### src/rtl/arith_cluster_pkg.sv
package arith_cluster_pkg;
  typedef enum logic [1:0] {
    SPAN_FULL  = 2'd0,
    SPAN_LOWER = 2'd1,
    SPAN_UPPER = 2'd2,
    SPAN_ALT   = 2'd3
  } span_e;
endpackage

### src/rtl/ac_cell.sv
// Carry-select cell: both candidate sums are formed ahead of the carry.
module ac_cell #(
  parameter int BITS = 2
) (
  input  logic [BITS-1:0] a,
  input  logic [BITS-1:0] b,
  input  logic            cin,
  output logic [BITS-1:0] s,
  output logic            cout
);
  logic [BITS:0] cand0;
  logic [BITS:0] cand1;

  always_comb begin
    cand0 = {1'b0, a} + {1'b0, b};
    cand1 = {1'b0, a} + {1'b0, b} + {{BITS{1'b0}}, 1'b1};
    s     = cin ? cand1[BITS-1:0] : cand0[BITS-1:0];
    cout  = cin ? cand1[BITS]     : cand0[BITS];
  end
endmodule

### src/rtl/ac_chain.sv
module ac_chain #(
  parameter int CELLS = 10,
  parameter int BITS  = 2,
  localparam int W    = CELLS * BITS,
  localparam int MID  = CELLS / 2
) (
  input  logic [W-1:0]     a_eff,
  input  logic [W-1:0]     b_eff,
  input  logic             cin_lo,
  input  logic             cin_mid,
  input  logic             mid_start,
  output logic [W-1:0]     sum,
  output logic [CELLS-1:0] carry
);
  logic [CELLS-1:0] cell_cin;

  for (genvar i = 0; i < CELLS; i++) begin : g_cell
    if (i == 0) begin : g_first
      assign cell_cin[i] = cin_lo;
    end else if (i == MID) begin : g_mid
      assign cell_cin[i] = mid_start ? cin_mid : carry[i-1];
    end else begin : g_link
      assign cell_cin[i] = carry[i-1];
    end

    ac_cell #(.BITS(BITS)) u_cell (
      .a    (a_eff[i*BITS +: BITS]),
      .b    (b_eff[i*BITS +: BITS]),
      .cin  (cell_cin[i]),
      .s    (sum[i*BITS +: BITS]),
      .cout (carry[i])
    );
  end
endmodule

### src/rtl/ac_operand.sv
module ac_operand
  import arith_cluster_pkg::*;
#(
  parameter int W = 20,
  localparam int HALF = W / 2
) (
  input  logic [W-1:0] a_in,
  input  logic [W-1:0] b_in,
  input  logic [W-1:0] acc,
  input  logic         carry_in,
  input  span_e        span,
  input  logic         subtract,
  input  logic         count_mode,
  input  logic         count_up,
  output logic [W-1:0] a_eff,
  output logic [W-1:0] b_eff,
  output logic         cin_eff,
  output logic [W-1:0] mask
);
  localparam logic [W-1:0] ONE   = {{(W-1){1'b0}}, 1'b1};
  localparam logic [W-1:0] LOW_M = (ONE << HALF) - ONE;

  logic [W-1:0] unit;

  always_comb begin
    unique case (span)
      SPAN_LOWER: begin mask = LOW_M;  unit = ONE;         end
      SPAN_UPPER: begin mask = ~LOW_M; unit = ONE << HALF; end
      default:    begin mask = '1;     unit = ONE;         end
    endcase

    if (count_mode) begin
      a_eff   = acc;
      b_eff   = count_up ? unit : '1;
      cin_eff = 1'b0;
    end else if (subtract) begin
      a_eff   = a_in;
      b_eff   = ~b_in;
      cin_eff = 1'b1;
    end else begin
      a_eff   = a_in;
      b_eff   = b_in;
      cin_eff = carry_in;
    end
  end
endmodule

### src/rtl/arith_cluster.sv
module arith_cluster
  import arith_cluster_pkg::*;
#(
  parameter int CELLS = 10,
  parameter int BITS  = 2,
  localparam int W    = CELLS * BITS,
  localparam int MID  = CELLS / 2,
  localparam int HALF = MID * BITS
) (
  input  logic         clk,
  input  logic         rst_n,
  input  logic [W-1:0] a_in,
  input  logic [W-1:0] b_in,
  input  logic         carry_in,
  input  logic [1:0]   span,
  input  logic         subtract,
  input  logic         count_mode,
  input  logic         count_up,
  input  logic         count_en,
  input  logic         clk_en,
  input  logic         sync_clr,
  output logic [W-1:0] sum_q,
  output logic [W-1:0] sum_c,
  output logic         carry_out
);
  span_e            span_sel;
  logic [1:0]       rst_pipe;
  logic             rst_lcl_n;
  logic [W-1:0]     a_eff, b_eff, mask, raw_sum, sum_d;
  logic             cin_eff, mid_start;
  logic [CELLS-1:0] carry;

  assign span_sel  = span_e'(span);
  assign mid_start = (span_sel == SPAN_UPPER);

  // Reset: asserted asynchronously, released after two edges
  always_ff @(posedge clk or negedge rst_n) begin
    if (!rst_n) rst_pipe <= 2'b00;
    else        rst_pipe <= {rst_pipe[0], 1'b1};
  end
  assign rst_lcl_n = rst_pipe[1];

  ac_operand #(.W(W)) u_operand (
    .a_in       (a_in),
    .b_in       (b_in),
    .acc        (sum_q),
    .carry_in   (carry_in),
    .span       (span_sel),
    .subtract   (subtract),
    .count_mode (count_mode),
    .count_up   (count_up),
    .a_eff      (a_eff),
    .b_eff      (b_eff),
    .cin_eff    (cin_eff),
    .mask       (mask)
  );

  ac_chain #(.CELLS(CELLS), .BITS(BITS)) u_chain (
    .a_eff     (a_eff),
    .b_eff     (b_eff),
    .cin_lo    (cin_eff),
    .cin_mid   (cin_eff),
    .mid_start (mid_start),
    .sum       (raw_sum),
    .carry     (carry)
  );

  always_comb begin
    sum_c     = raw_sum & mask;
    carry_out = (span_sel == SPAN_LOWER) ? carry[MID-1] : carry[CELLS-1];
  end

  // Next-state: clock enable outranks clear; counting needs count_en too
  always_comb begin
    sum_d = sum_q;
    if (clk_en) begin
      if (sync_clr)                  sum_d = '0;
      else if (!count_mode || count_en) sum_d = sum_c;
    end
  end

  always_ff @(posedge clk or negedge rst_lcl_n) begin
    if (!rst_lcl_n) sum_q <= '0;
    else            sum_q <= sum_d;
  end

  // no enable, no change
  a_r5_hold_without_enable: assert property (@(posedge clk) disable iff (!rst_lcl_n)
    !clk_en |=> $stable(sum_q));

  // plain load captures the combinational result
  a_r5_load_from_chain: assert property (@(posedge clk) disable iff (!rst_lcl_n)
    (clk_en && !sync_clr && !count_mode) |=> (sum_q == $past(sum_c)));

  // clear under enable
  a_r6_clear_to_zero: assert property (@(posedge clk) disable iff (!rst_lcl_n)
    (clk_en && sync_clr) |=> (sum_q == '0));

  // counter paused by count_en
  a_r7_count_pause: assert property (@(posedge clk) disable iff (!rst_lcl_n)
    (clk_en && !sync_clr && count_mode && !count_en) |=> $stable(sum_q));

  // lower span never loads upper bits
  a_r3_lower_span_upper_zero: assert property (@(posedge clk) disable iff (!rst_lcl_n)
    (clk_en && !sync_clr && !count_mode && span_sel == SPAN_LOWER)
      |=> (sum_q[W-1:HALF] == '0));

  // upper span never loads lower bits
  a_r4_upper_span_lower_zero: assert property (@(posedge clk) disable iff (!rst_lcl_n)
    (clk_en && !sync_clr && !count_mode && span_sel == SPAN_UPPER)
      |=> (sum_q[HALF-1:0] == '0));
endmodule

### config.mk
export PLATFORM = sky130hd
export DESIGN_NAME = arith_cluster
export DESIGN_NICKNAME = d
export VERILOG_FILES = /design/src/rtl/arith_cluster_pkg.sv /design/src/rtl/ac_cell.sv /design/src/rtl/ac_chain.sv /design/src/rtl/ac_operand.sv /design/src/rtl/arith_cluster.sv
export SDC_FILE = /design/constraint.sdc
export NUM_CORES = 1
export LEC_CHECK = 0
export CAP_MARGIN = 10
export CORE_ASPECT_RATIO = 0.75
export CORE_MARGIN = 2
export CORE_UTILIZATION = 55
export CTS_CLUSTER_SIZE = 10
export DETAILED_ROUTE_END_ITERATION = 6
export DONT_BUFFER_PORTS = 1
export MAX_ROUTING_LAYER = met4
export PLACE_DENSITY = 0.7
export SLEW_MARGIN = 20
export SYNTH_ARGS = -nofsm -noshare
export SYNTH_HDL_FRONTEND = slang
export SYNTH_SLANG_ARGS = --single-unit
### constraint.sdc
create_clock -name clk -period 9.05 [get_ports clk]
set_clock_uncertainty 0.2 [all_clocks]
set_input_delay 1.81 -clock clk [delete_from_list [all_inputs] [get_ports clk]]
set_output_delay 1.81 -clock clk [all_outputs]
set_load 0.02 [all_outputs]
# Word level (Yosys, flattened, before mapping)
# Index checks and enable logic that the tools add are counted.
# totals
ff_bits,22
inputBits,51
elab_cells,62
# op_classes
addsub,20
n_eq_ne,2
n_mux,32
bitwise,2
n_reduce_logical,4
# op_table
cell,n
$mux W20,6
$pmux W20 S2,1
$add A2 B2 Y3,10
$add A3 B1 Y3 const B,10
$and A20 B20 Y20,1
$mux W2,10
$not A20 Y20,1
$mux W1,14
$mux W11,1
$eq A2 B1 Y1 const B,1
$eq A2 B2 Y1 const B,1
$reduce_and A2 Y1,1
$reduce_bool A2 Y1,1
$logic_not A1 Y1,1
$logic_or A1 B1 Y1,1

# Depth between registers and ports, before layout
# logic_depth
ltp_word,20
mapped_depth,19
depth_no_buf,17

# Modules after synthesis
# A second synthesis with hierarchy kept.
# unflattened
cells_unflattened,245
hier_area_um2,2730.1
# by_module_without_submodules
module,instances,cells_each,area_per_inst_um2
arith_cluster,1,73,942.2
ac_operand,1,93,899.6
ac_cell,10,7,81.3
ac_chain,1,9,75.1

# Worst setup path before layout
# OpenSTA, ideal clock, no wires.
# synth_path
kind,input-to-output
from,in subtract
to,out sum_c[19]
arrival_ps,6242
t_required_ps,7040
setup_slack_ps,798
path_stages,19
path_cell_list,buf_6 clkbuf_1 xor2_1 o21a_1 ha_1 inv_1 fa_1 inv_1 ha_1 or3b_1 a211oi_2 a2111oi_1 o32a_1 nor4_4 nor2_2 or3_4 a311oi_2 mux2i_1 nor2_1
# synth_via
elab_chain_len,16
# synth_lines
item,line_no,text
from (decl),arith_cluster.sv:16,"input logic subtract,"
$mux W20,ac_operand.sv:36,end else if (subtract) begin
$mux W20,ac_operand.sv:32,if (count_mode) begin
$add A2 B2 Y3,"ac_cell.sv:15, ac_cell.sv:16",
$add A3 B1 Y3,ac_cell.sv:16,"cand1 = {1'b0, a} + {1'b0, b} + {{BITS{1'b0}}, 1'b1};"
$mux W1 (5 in a row),ac_cell.sv:18,cout = cin ? cand1[BITS] : cand0[BITS];
$mux W1,ac_chain.sv:21,assign cell_cin[i] = mid_start ? cin_mid : carry[i-1];
$mux W1 (4 in a row),ac_cell.sv:18,
$mux W2 *,ac_cell.sv:17,s = cin ? cand1[BITS-1:0] : cand0[BITS-1:0];
$and A20 B20 Y20 *,arith_cluster.sv:69,sum_c = raw_sum & mask;
to (decl),arith_cluster.sv:23,"output logic [W-1:0] sum_c,"
# Mark *: on every way between the ends. The rest lies on a longest branch, timed or not.

# Final worst setup path
# layout_path
from,in count_mode
to,out sum_c[19]
# layout_via
elab_chain_len,15
# layout_lines
item,line_no,text
from (decl),arith_cluster.sv:17,"input logic count_mode,"
$mux W20,ac_operand.sv:32,
$add A2 B2 Y3,"ac_cell.sv:15, ac_cell.sv:16",
$add A3 B1 Y3,ac_cell.sv:16,
$mux W1 (5 in a row),ac_cell.sv:18,
$mux W1,ac_chain.sv:21,
$mux W1 (4 in a row),ac_cell.sv:18,
$mux W2 *,ac_cell.sv:17,
$and A20 B20 Y20 *,arith_cluster.sv:69,
# Marks and branches as above.

==> out/qor.yml <==
viasPerCell: 6.23
vdd_drop_max_v: 0.000131
syn_nets: 380
end_kind: "primary output"
grt_pass1_wl_um: 10700
utilization_pct: 58.0
coreArea_um2: 4900
syn2layout_area_growth_pct: 1.97
grt_max_degree: 45
synth_async_sr_flop_share_pct: 100
cts_root_buf: "clkbuf_8"
dr.pass1.iters: 4
synth_edf_count: 0
p_int_uw: 333
cts_setup_buffers: 0
ctsHoldBuffers: 0
hold_start: "rst_pipe[0]$_DFF_PN0_"
setup_violations: 0
worst-r2r-setup-slack_ns: 4.05
synthFlopType: "dfrtp_1"
num-fill-cells: 445
pwr-share-comb_pct: 63.6
r2r-start: "sum_q[4]$_DFFE_PN0P_"
drc: 0
max-cap-violations: 0
setup.worst_path.class: "primary input to primary output"
pwr-share-seq_pct: 25.8
p_per_area_nw_per_um2: 247
layout_common_cells: "nor2_1, xor2_1, dfrtp_1, ha_1, a22o_1"
cts_htree_levels: 1
drive_gt1_share_pct: 13.5
vias: 2168
die_area_um2: 5660
synth.top_cells.by_area: "dfrtp_1, ha_1, xor2_1"
post_cts_resized: 0
die_h_um: 65.7
clockPowerShare_pct: 10.6
antenna_found_initial: 0
drt_wl_total_um: 6530
ys_seq_elements: 22
max_freq_mhz: 121
cts_sinks: 22
synth_top_area_cell: "dfrtp_1"
hold-worst-slack_ns: 0.159
chipWidth_um: 86.2
start_util_pct: 56.9
post-route-period-util_pct: 91.7
drtIter0Drc: 125
synth_warnings: 0
holdPathEnd: "rst_pipe[1]$_DFF_PN0_"
period_minus_slack_ns: 8.30
p_sw_uw: 369
cts_tree: "built"
insertion_delay_ns: 0.27
start_kind: "primary input"
maxSlewHeadroom_pct: 35.5
worstMarginPinSlew_ns: 0.956
hpwl_um: 4970
worst_hold_path.num_cells: 0
rows: 22
r2r-end: "sum_q[18]$_DFFE_PN0P_"
numCtsBuffers: 3
avgSynthCellArea_um2: 9.33
yosysSeqAreaShare_pct: 19.7
slew_viol_final: 0
rr_worst_depth: 16
power_uw: 702
io_buffer_count: 0
critPathArrivalTime_ns: 6.29
place_congestion: 0.831
rsz0062_at_grt: "false"
grt.overflow.total: 0
crit_fanout: 44
synth_top_area_share_pct: 19.7
routedWlPerCell_um: 18.8
grt.total_usage_pct: 24.6
final_common_cell: "nor2_1"
holdCritPathClass: "flip-flop to flip-flop"
synth_cell_types: 64
status: "completed"
hold_viol_final: 0
power_leakage_nw: 1.23
syn_inst: 299
nets: 370
switching_share_pct: 52.6
critPathRequiredTime_ns: 7.04
synth_area_um2: 2790
ios: 92
clock_path_buffers: 2
antenna_left: 0
fin_setup_tns_ns: 0
first_global_vias: 2243
n_antenna_cell: 0
cts.clk_slew.worst_paths_ns: 0.09
[cell usage after synthesis (2+ instances only)]
| library cell | instances |
|---|---|
| and2_1 | 4 |
| clkbuf_1 | 13 |
| fa_1 | 10 |
| nor2_1 | 30 |
| nand3_1 | 5 |
| nor3_1 | 3 |
| ha_1 | 20 |
| dfrtp_1 | 22 |
| o21a_1 | 14 |
| nor2b_1 | 4 |
| a22o_1 | 16 |
| o41ai_1 | 3 |
| inv_1 | 15 |
| nand2b_1 | 5 |
| buf_6 | 2 |
| o22a_1 | 2 |
| mux2i_1 | 11 |
| nor4bb_1 | 2 |
| xor2_1 | 28 |
| o21ai_0 | 11 |
| or3_1 | 2 |
| a21oi_1 | 4 |
| nand3b_1 | 2 |
| mux2_2 | 15 |
| nand2_1 | 12 |
| xnor2_1 | 6 |
[state kept, by name, summed over array words and instances (netlist names)]
register,count
rst_pipe,2
sum_q,20
[final cells by class]
| class | count | area, um2 | area share [%] |
|---|---|---|---|
| multi-input cells | 245 | 2090 | 73.6 |
| flip-flops and latches | 22 | 551 | 19.4 |
| well taps | 60 | 75.1 | 2.64 |
| inverters | 15 | 56.3 | 1.98 |
| clock buffers | 4 | 55.1 | 1.94 |
| repair buffers | 2 | 15.0 | 0.528 |
[kinds of logic after synthesis]
kind of cell               Yosys count  synth area share (%)
and+or+nand+nor                     87                  17.9
adders and majority gates           30                  16.2
buffers and inverters               32                  5.25
AOI/OAI and AO/OA                   67                  20.1
muxes                               26                  10.0
xor gates and xnor gates            34                  10.7
DFF                                 22                  19.7
other                                1                 0.134
[metal layers]
| metal | global-route usage [%] | part of all wire (%) | up-vias |
|---|---|---|---|
| li1 | - | - | 1044 |
| met1 | 35.3 | 50 | 1028 |
| met2 | 36.9 | 41 | 94 |
| met3 | 5.40 | 8.6 | 2 |
| met4 | 2.54 | 0.26 | 0 |
| met5 | - | 0 | - |
[worst max-delay path, cell delays in order]
cell and delay, ns:
nand2_1 0.36, o21a_1 0.19, ha_1 0.14, inv_1 0.05, fa_1 0.45, inv_1 0.07
ha_1 0.27, or3b_1 0.39, a211oi_2 0.18, a2111oi_1 0.11, o32a_1 0.43, nor4_4 0.37
nor2_2 0.09, or3_4 0.39, a311oi_2 0.42, mux2i_1 0.19, nor2_1 0.36
[worst max path at each step]
stage,start,endpoint,slack [ns],cells past startpoint
3_5_place_dp,count_mode,sum_c[19],0.80,17
2_1_floorplan,subtract,sum_c[19],0.80,19
4_1_cts,count_mode,sum_c[19],0.80,17
6_report,count_mode,sum_c[19],0.75,17
5_1_grt,count_mode,sum_c[19],0.49,17
3_3_place_gp,count_mode,sum_c[19],0.95,17
[stage by stage]
stage	instances	setup WS (ns)	cell area, um2
2_1_floorplan	299	0.798	2790
3_5_place_dp	344	0.803	2790
6_report	348	0.754	2840
4_1_cts	348	0.796	2840
3_3_place_gp	344	0.947	2790
5_1_grt	348	0.486	2840
[power groups by stage]
stage / Clock, mW / Sequential (mW) / Combinational [mW]
global placement: 0 / 0.182 / 0.437
detailed placement: 0 / 0.183 / 0.444
CTS: 0.0762 / 0.181 / 0.448
floorplan: 0 / 0.175 / 0.385
finish: 0.0743 / 0.181 / 0.446
global route: 0.0793 / 0.185 / 0.498
No activity file was read; power rests on OpenSTA's default activity.
